--- src/rtl/tmr_pkg.sv ---
package tmr_pkg;

  typedef enum logic [1:0] {
    REG_COUNT = 2'd0,
    REG_LIMIT = 2'd1,
    REG_CLEAR = 2'd2,
    REG_SPARE = 2'd3
  } tmr_reg_e;

  // Control flag positions in the limit word, placed just above the count field.
  function automatic int per_pos(input int cnt_w);
    return cnt_w;
  endfunction

  function automatic int rld_pos(input int cnt_w);
    return cnt_w + 1;
  endfunction

  function automatic int ien_pos(input int cnt_w);
    return cnt_w + 2;
  endfunction

  function automatic int tsel_width(input int n);
    return (n > 1) ? $clog2(n) : 1;
  endfunction

endpackage

--- src/rtl/tmr_bus_decode.sv ---
module tmr_bus_decode
  import tmr_pkg::*;
#(
  parameter int N_TMR  = 2,
  parameter int CNT_W  = 29,
  parameter int LIM_W  = CNT_W + 3,
  parameter int TSEL_W = 1,
  parameter int DATA_W = 64
) (
  input  logic                            bus_wr,
  input  logic [TSEL_W+1:0]               bus_addr,
  input  logic [N_TMR-1:0][CNT_W-1:0]     cnt_rd,
  input  logic [N_TMR-1:0][LIM_W-1:0]     lim_rd,
  output logic [N_TMR-1:0]                wr_count,
  output logic [N_TMR-1:0]                wr_limit,
  output logic [N_TMR-1:0]                wr_clear,
  output logic [DATA_W-1:0]               rdata
);

  tmr_reg_e          sel;
  logic [TSEL_W-1:0] tidx;
  logic              tvalid;

  assign sel    = tmr_reg_e'(bus_addr[1:0]);
  assign tidx   = bus_addr[TSEL_W+1:2];
  assign tvalid = (int'(tidx) < N_TMR);

  for (genvar i = 0; i < N_TMR; i++) begin : g_strobe
    logic hit_me;
    assign hit_me      = bus_wr && tvalid && (tidx == TSEL_W'(i));
    assign wr_count[i] = hit_me && (sel == REG_COUNT);
    assign wr_limit[i] = hit_me && (sel == REG_LIMIT);
    assign wr_clear[i] = hit_me && (sel == REG_CLEAR);
  end

  always_comb begin
    rdata = '0;
    if (tvalid) begin
      case (sel)
        REG_COUNT: rdata[CNT_W-1:0] = cnt_rd[tidx];
        REG_LIMIT: rdata[LIM_W-1:0] = lim_rd[tidx];
        default:   rdata = '0;
      endcase
    end
  end

endmodule

--- src/rtl/tmr_channel.sv ---
module tmr_channel
  import tmr_pkg::*;
#(
  parameter int CNT_W = 29,
  parameter int LIM_W = CNT_W + 3
) (
  input  logic             clk,
  input  logic             rst_n,
  input  logic             tick,
  input  logic             wr_count,
  input  logic             wr_limit,
  input  logic             wr_clear,
  input  logic [LIM_W-1:0] wdata,
  output logic [CNT_W-1:0] count_o,
  output logic [LIM_W-1:0] limit_o,
  output logic             irq_o,
  output logic             hit_o,
  output logic             adv_o,
  output logic             reload_o,
  output logic             wr_any_o,
  output logic             periodic_o,
  output logic             ien_o
);

  localparam int P_PER = per_pos(CNT_W);
  localparam int P_RLD = rld_pos(CNT_W);
  localparam int P_IEN = ien_pos(CNT_W);

  logic [CNT_W-1:0] count_q;
  logic [CNT_W-1:0] lim_q;
  logic             per_q, rld_q, ien_q;
  logic             stopped_q;
  logic             irq_q;
  logic             wr_any, at_lim, live;

  function automatic logic [CNT_W-1:0] step(input logic [CNT_W-1:0] c);
    return c + CNT_W'(1);
  endfunction

  assign wr_any = wr_count || wr_limit;
  assign at_lim = (count_q == lim_q);
  assign live   = tick && !wr_any && !stopped_q;
  assign hit_o  = live && at_lim;
  assign adv_o  = live && !at_lim;

  always_ff @(posedge clk) begin
    if (!rst_n) begin
      count_q   <= '0;
      lim_q     <= '0;
      per_q     <= 1'b0;
      rld_q     <= 1'b0;
      ien_q     <= 1'b0;
      stopped_q <= 1'b0;
    end else if (wr_limit) begin
      lim_q     <= wdata[CNT_W-1:0];
      per_q     <= wdata[P_PER];
      rld_q     <= wdata[P_RLD];
      ien_q     <= wdata[P_IEN];
      stopped_q <= 1'b0;
      if (wdata[P_RLD]) count_q <= '0;
    end else if (wr_count) begin
      count_q   <= wdata[CNT_W-1:0];
      stopped_q <= 1'b0;
    end else if (hit_o) begin
      if (per_q) count_q   <= '0;
      else       stopped_q <= 1'b1;
    end else if (adv_o) begin
      count_q <= step(count_q);
    end
  end

  always_ff @(posedge clk) begin
    if (!rst_n)                irq_q <= 1'b0;
    else if (hit_o && ien_q)   irq_q <= 1'b1;
    else if (wr_clear)         irq_q <= 1'b0;
  end

  assign count_o    = count_q;
  assign limit_o    = {ien_q, rld_q, per_q, lim_q};
  assign irq_o      = irq_q;
  assign reload_o   = wr_limit && wdata[P_RLD];
  assign wr_any_o   = wr_any;
  assign periodic_o = per_q;
  assign ien_o      = ien_q;

endmodule

--- src/rtl/tmr_interval_timer.sv ---
module tmr_interval_timer
  import tmr_pkg::*;
#(
  parameter int N_TMR  = 2,
  parameter int CNT_W  = 29,
  parameter int DATA_W = 64,
  parameter int TSEL_W = tsel_width(N_TMR)
) (
  input  logic              clk,
  input  logic              rst_n,
  input  logic              tick,
  input  logic              bus_wr,
  input  logic [TSEL_W+1:0] bus_addr,
  input  logic [DATA_W-1:0] bus_wdata,
  output logic [DATA_W-1:0] bus_rdata,
  output logic [N_TMR-1:0]  irq
);

  localparam int LIM_W = CNT_W + 3;

  logic [N_TMR-1:0][CNT_W-1:0] cnt_rd;
  logic [N_TMR-1:0][LIM_W-1:0] lim_rd;
  logic [N_TMR-1:0] wr_count, wr_limit, wr_clear;
  logic [N_TMR-1:0] hit_w, adv_w, reload_w, wr_any_w, per_w, ien_w;
  logic             unused_hi;

  assign unused_hi = ^bus_wdata[DATA_W-1:LIM_W];

  tmr_bus_decode #(
    .N_TMR (N_TMR),
    .CNT_W (CNT_W),
    .LIM_W (LIM_W),
    .TSEL_W(TSEL_W),
    .DATA_W(DATA_W)
  ) u_dec (
    .bus_wr  (bus_wr),
    .bus_addr(bus_addr),
    .cnt_rd  (cnt_rd),
    .lim_rd  (lim_rd),
    .wr_count(wr_count),
    .wr_limit(wr_limit),
    .wr_clear(wr_clear),
    .rdata   (bus_rdata)
  );

  for (genvar i = 0; i < N_TMR; i++) begin : g_tmr
    tmr_channel #(
      .CNT_W(CNT_W),
      .LIM_W(LIM_W)
    ) u_ch (
      .clk       (clk),
      .rst_n     (rst_n),
      .tick      (tick),
      .wr_count  (wr_count[i]),
      .wr_limit  (wr_limit[i]),
      .wr_clear  (wr_clear[i]),
      .wdata     (bus_wdata[LIM_W-1:0]),
      .count_o   (cnt_rd[i]),
      .limit_o   (lim_rd[i]),
      .irq_o     (irq[i]),
      .hit_o     (hit_w[i]),
      .adv_o     (adv_w[i]),
      .reload_o  (reload_w[i]),
      .wr_any_o  (wr_any_w[i]),
      .periodic_o(per_w[i]),
      .ien_o     (ien_w[i])
    );
  end

endmodule

--- config.mk ---
export PLATFORM = sky130hd
export DESIGN_NAME = tmr_interval_timer
export DESIGN_NICKNAME = d
export VERILOG_FILES = /design/src/rtl/tmr_pkg.sv /design/src/rtl/tmr_bus_decode.sv /design/src/rtl/tmr_channel.sv /design/src/rtl/tmr_interval_timer.sv
export SDC_FILE = /design/constraint.sdc
export NUM_CORES = 1
export LEC_CHECK = 0
export CORE_MARGIN = 4
export CORE_UTILIZATION = 50
export DETAILED_ROUTE_END_ITERATION = 7
export DONT_BUFFER_PORTS = 1
export HOLD_SLACK_MARGIN = 0.06
export MAX_ROUTING_LAYER = met4
export SLEW_MARGIN = 10
export SYNTH_ARGS = -nofsm -noshare
export SYNTH_HDL_FRONTEND = slang
export SYNTH_SLANG_ARGS = --single-unit
--- constraint.sdc ---
create_clock -name clk -period 3.3 [get_ports clk]
set_input_delay 0.165 -clock clk [delete_from_list [all_inputs] [get_ports clk]]
set_output_delay 0.165 -clock clk [all_outputs]
set_load 0.01 [all_outputs]
==> results.env <==
CATEGORY_OF_THE_MOST_CRITICAL_SETUP_PATH='register to register'
MULTIINPUTGATEAREA_UM2=4840
CTS_TREE='built'
IRDROPWORSTVDD_uV=381
USE_MET1_PCT=44.2
FLOORPLAN.CORE_AREA_UM2=15300
SYNTH-EDFF-COUNT=0
MIN_PERIOD_OVER_PERIOD_PCT=89.2
FINAL_MAX_SLEW_VIOL_COUNT=0
SYNTH-SEQ-CELLS=126
CLOCK-SINKS=126
CLK_ROOT_BUFFER_CELL='sky130_fd_sc_hd__clkbuf_16'
CTSRESIZECOUNT=0
FINALNETCOUNT=1049
CRITPATHCAPTURETYPE='register'
SYNTH_CELL_TYPE_COUNT=61
FINALHOLDWORSTSLACK_NS=0.0793
FILLERS=1399
GLOBAL_ROUTE.USAGE.TOTAL_PCT=30.6
FINALCRITICALPERIOD_NS=2.94
P_PER_AREA_nW_PER_UM2=464
P_LEAK_nW=3.13
GLOBALROUTE.TOTALOVERFLOW=0
GRT_FIRST_PASS_WIRELENGTH_UM=40700
VIA_DENSITY_PER_INSTANCE=6.28
DRT_FIRST_ITER_VIOLATIONS=895
WORSTPATHMAXFANOUT=31
NUM_IO_PINS=137
FINISH.CELL_COUNT_WITHOUT_FILLERS=1201
POST_SYNTH.CELL_AREA_AVG_UM2=8.02
STD_CELL_ROWS=45
FIN_SKEW_NS=0.00866
KIND_OF_LAUNCH_POINT_OF_THE_WORST_SETUP_PATH='register'
LAYOUT_COMMON_CELLS='sky130_fd_sc_hd__nand2_1 (176), sky130_fd_sc_hd__dfxtp_1 (126), sky130_fd_sc_hd__a21oi_1 (116), sky130_fd_sc_hd__nor2_1 (46)'
MOST_COMMON_CELL_AFTER_LAYOUT_FILL_AND_TAPS_ASIDE='sky130_fd_sc_hd__nand2_1'
FINISH.INSTANCE_AREA_UM2=8770
REGISTER_AREA_UM2=2520
TOTAL_NUMBER_OF_VIAS=7543
TRITONCTS.NUM_BUFFERS=17
POST_DP_HPWL_UM=19000
YOSYS-TOP-CELLS-AREA='sky130_fd_sc_hd__dfxtp_1 (32%), sky130_fd_sc_hd__nand2_1 (8.4%), sky130_fd_sc_hd__mux4_2 (8.0%)'
FINAL.SETUP.TNS_NS=0
POST-ROUTE-DRC-COUNT=0
GLOBALROUTE.BUSIESTLAYER='met1'
CHIPWIDTH_UM=134
SYN_AREA_UM2=7890
POST-CTS-SETUP-BUFFERS=0
TIMING.HOLD.WORST.CLASS='input port to register'
DRTANTENNAVIOLNETS=0
CTS_BUFFER_DEPTH=2
HOLD_VIOL_FINAL=0
SYNTH_FLOP_CELL='sky130_fd_sc_hd__dfxtp_1'
COUNT_OF_HOLD_FIX_BUFFERS_INSERTED_AT_CTS=34
SYNTH-ASYNC-RESET-RATIO_PCT=0
SYN_INST=983
SYNTHDOMINANTCELLAREASHARE_PCT=32.0
CLKSLEWWORSTSETUPHOLDPATHS_NS=0.06
DR.PASS1.ITERS=5
MAX_CAP_VIOL_COUNT=0
YOSYS_WARNS=0
YS_SEQ_AREA_SHARE_PCT=32.0
SYNTH_TOP_CELL_BY_AREA='sky130_fd_sc_hd__dfxtp_1'
MAXSLEWHEADROOM_PCT=30.3
TIGHTEST_SLEW_NS=1.05
GROUTE.LAYER.MET3.USAGE_PCT=7.33
FINAL_UTIL_PCT=57.2
FIRST_GLOBAL_VIAS=6666
TOP_ACHIEVABLE_CLOCK_SPEED_MHz=340
ROUTE.DETAILED.WL_PER_INST_UM=22.5
CLK-INSERTION-DELAY-LATE_NS=0.43
SYNTHTOLAYOUTAREAGROWTH_PCT=11.2
GRT_MAX_DEGREE=49
WORSTPATHREQUIRED_NS=3.56
PORTBUFFERS=0
ROUTABILITY_CONGESTION=0.913
START_UTIL_PCT=51.5
DIE-AREA_UM2=17800
RSZ0062_AT_GRT='false'
CTS-HTREE-LEVELS=4
ANTENNA_FOUND_INITIAL=2
GLOBALROUTEMET2UTIL_PCT=42.4
FINALSETUPVIOLATIONS=0
STATUS='finished, final reports clean'
DIE_H_UM=134
CP_DATA_ARRIVAL_TIME_NS=3.20
POST_ROUTE_CELLS_DRIVE_ABOVE_1_SHARE_PCT=11.0
PLACEDINSTANCEAREA_UM2=7850
PLACED_CELLS=1134
DRT-TOTAL-WL_UM=27000
## routing by layer
layer  vias to the layer above  routed length, µm
met5                         -                  0
met4                         0                597
met3                        38               3070
met2                       470              11500
met1                      3632              11800
li1                       3403                  -
## critical path, cell delays in order (launching register included)
cell and delay [ns]:
sky130_fd_sc_hd__dfxtp_1 0.50, sky130_fd_sc_hd__xnor2_1 0.23, sky130_fd_sc_hd__nand4_1 0.15, sky130_fd_sc_hd__nor4_1 0.48, sky130_fd_sc_hd__buf_4 0.22, sky130_fd_sc_hd__nand2_1 0.12, sky130_fd_sc_hd__o311a_1 0.70, sky130_fd_sc_hd__o21ai_0 0.32
sky130_fd_sc_hd__a21oi_1 0.07
## stage by stage
stage | power, mW | setup WS, ns
floorplan | 2.10 | 1.02
global placement | 2.16 | 0.458
detailed placement | 2.17 | 0.462
CTS | 4.05 | 0.437
global route | 4.18 | 0.164
finish | 4.06 | 0.357
## synth_stat cells, drive strengths merged (2+ instances only)
cell / n
and3: 8
a22oi: 20
dfxtp: 126
a21oi: 117
nand2: 177
ha: 2
nand3: 23
or4: 3
or3: 5
a32o: 6
o31ai: 8
a2bb2oi: 4
xnor2: 45
inv: 9
a211oi: 2
a22o: 2
buf: 47
nor2: 51
clkbuf: 67
mux4: 29
o21ai: 46
nor2b: 30
nand2b: 6
and4: 3
o32ai: 8
o211ai: 4
a221oi: 11
or2: 6
mux2i: 3
nor3b: 2
o211a: 2
xor2: 44
nor3: 19
nand4: 19
nor4: 17
## final timing paths
| check | slack, ns | cells after the start | to | from |
|---|---|---|---|---|
| worst max register to register | 0.36 | 8 | g_tmr[1].u_ch.count_o[14] | g_tmr[1].u_ch.count_o[10] |
| worst min-delay path | 0.08 | 2 | g_tmr[1].u_ch.count_o[9] | bus_wdata[9] |
| worst min register to register | 0.46 | 2 | g_tmr[0].u_ch.rld_q | g_tmr[0].u_ch.rld_q |
| worst max-delay path | 0.36 | 8 | g_tmr[1].u_ch.count_o[14] | g_tmr[1].u_ch.count_o[10] |
## cell families after synthesis
kind of cell,Yosys count,synth area share (%)
buf+inv,123,8.30
flops,126,32.0
fa+ha+maj,2,0.317
mux,32,8.71
simple gates,373,22.4
xor+xnor,89,9.88
other cells,1,0.0476
compound gates,237,18.4
## final cells by class
class / count / share of cell area [%]
antenna: 3 / 0.0856
multi-input combinational: 765 / 55.2
timing repair buffer: 57 / 6.11
inverter: 9 / 0.385
clock buffer: 18 / 5.01
sequential: 126 / 28.8
clock inverter: 12 / 1.40
tap: 211 / 3.01
## sequential cells by signal (all words and copies together), names as in the netlist
signal                 flops
g_tmr.u_ch.count_o        58
g_tmr.u_ch.ien_o           2
g_tmr.u_ch.irq_o           2
g_tmr.u_ch.lim_q          58
g_tmr.u_ch.periodic_o      2
g_tmr.u_ch.rld_q           2
g_tmr.u_ch.stopped_q       2
## power breakdown
group / switching (mW) / internal [mW] / leakage [nW]
registers: 0.0959 / 1.58 / 1.02
clock network: 0.719 / 1.11 / 0.265
logic: 0.329 / 0.230 / 1.84
(Power assumes the default switching activity.)
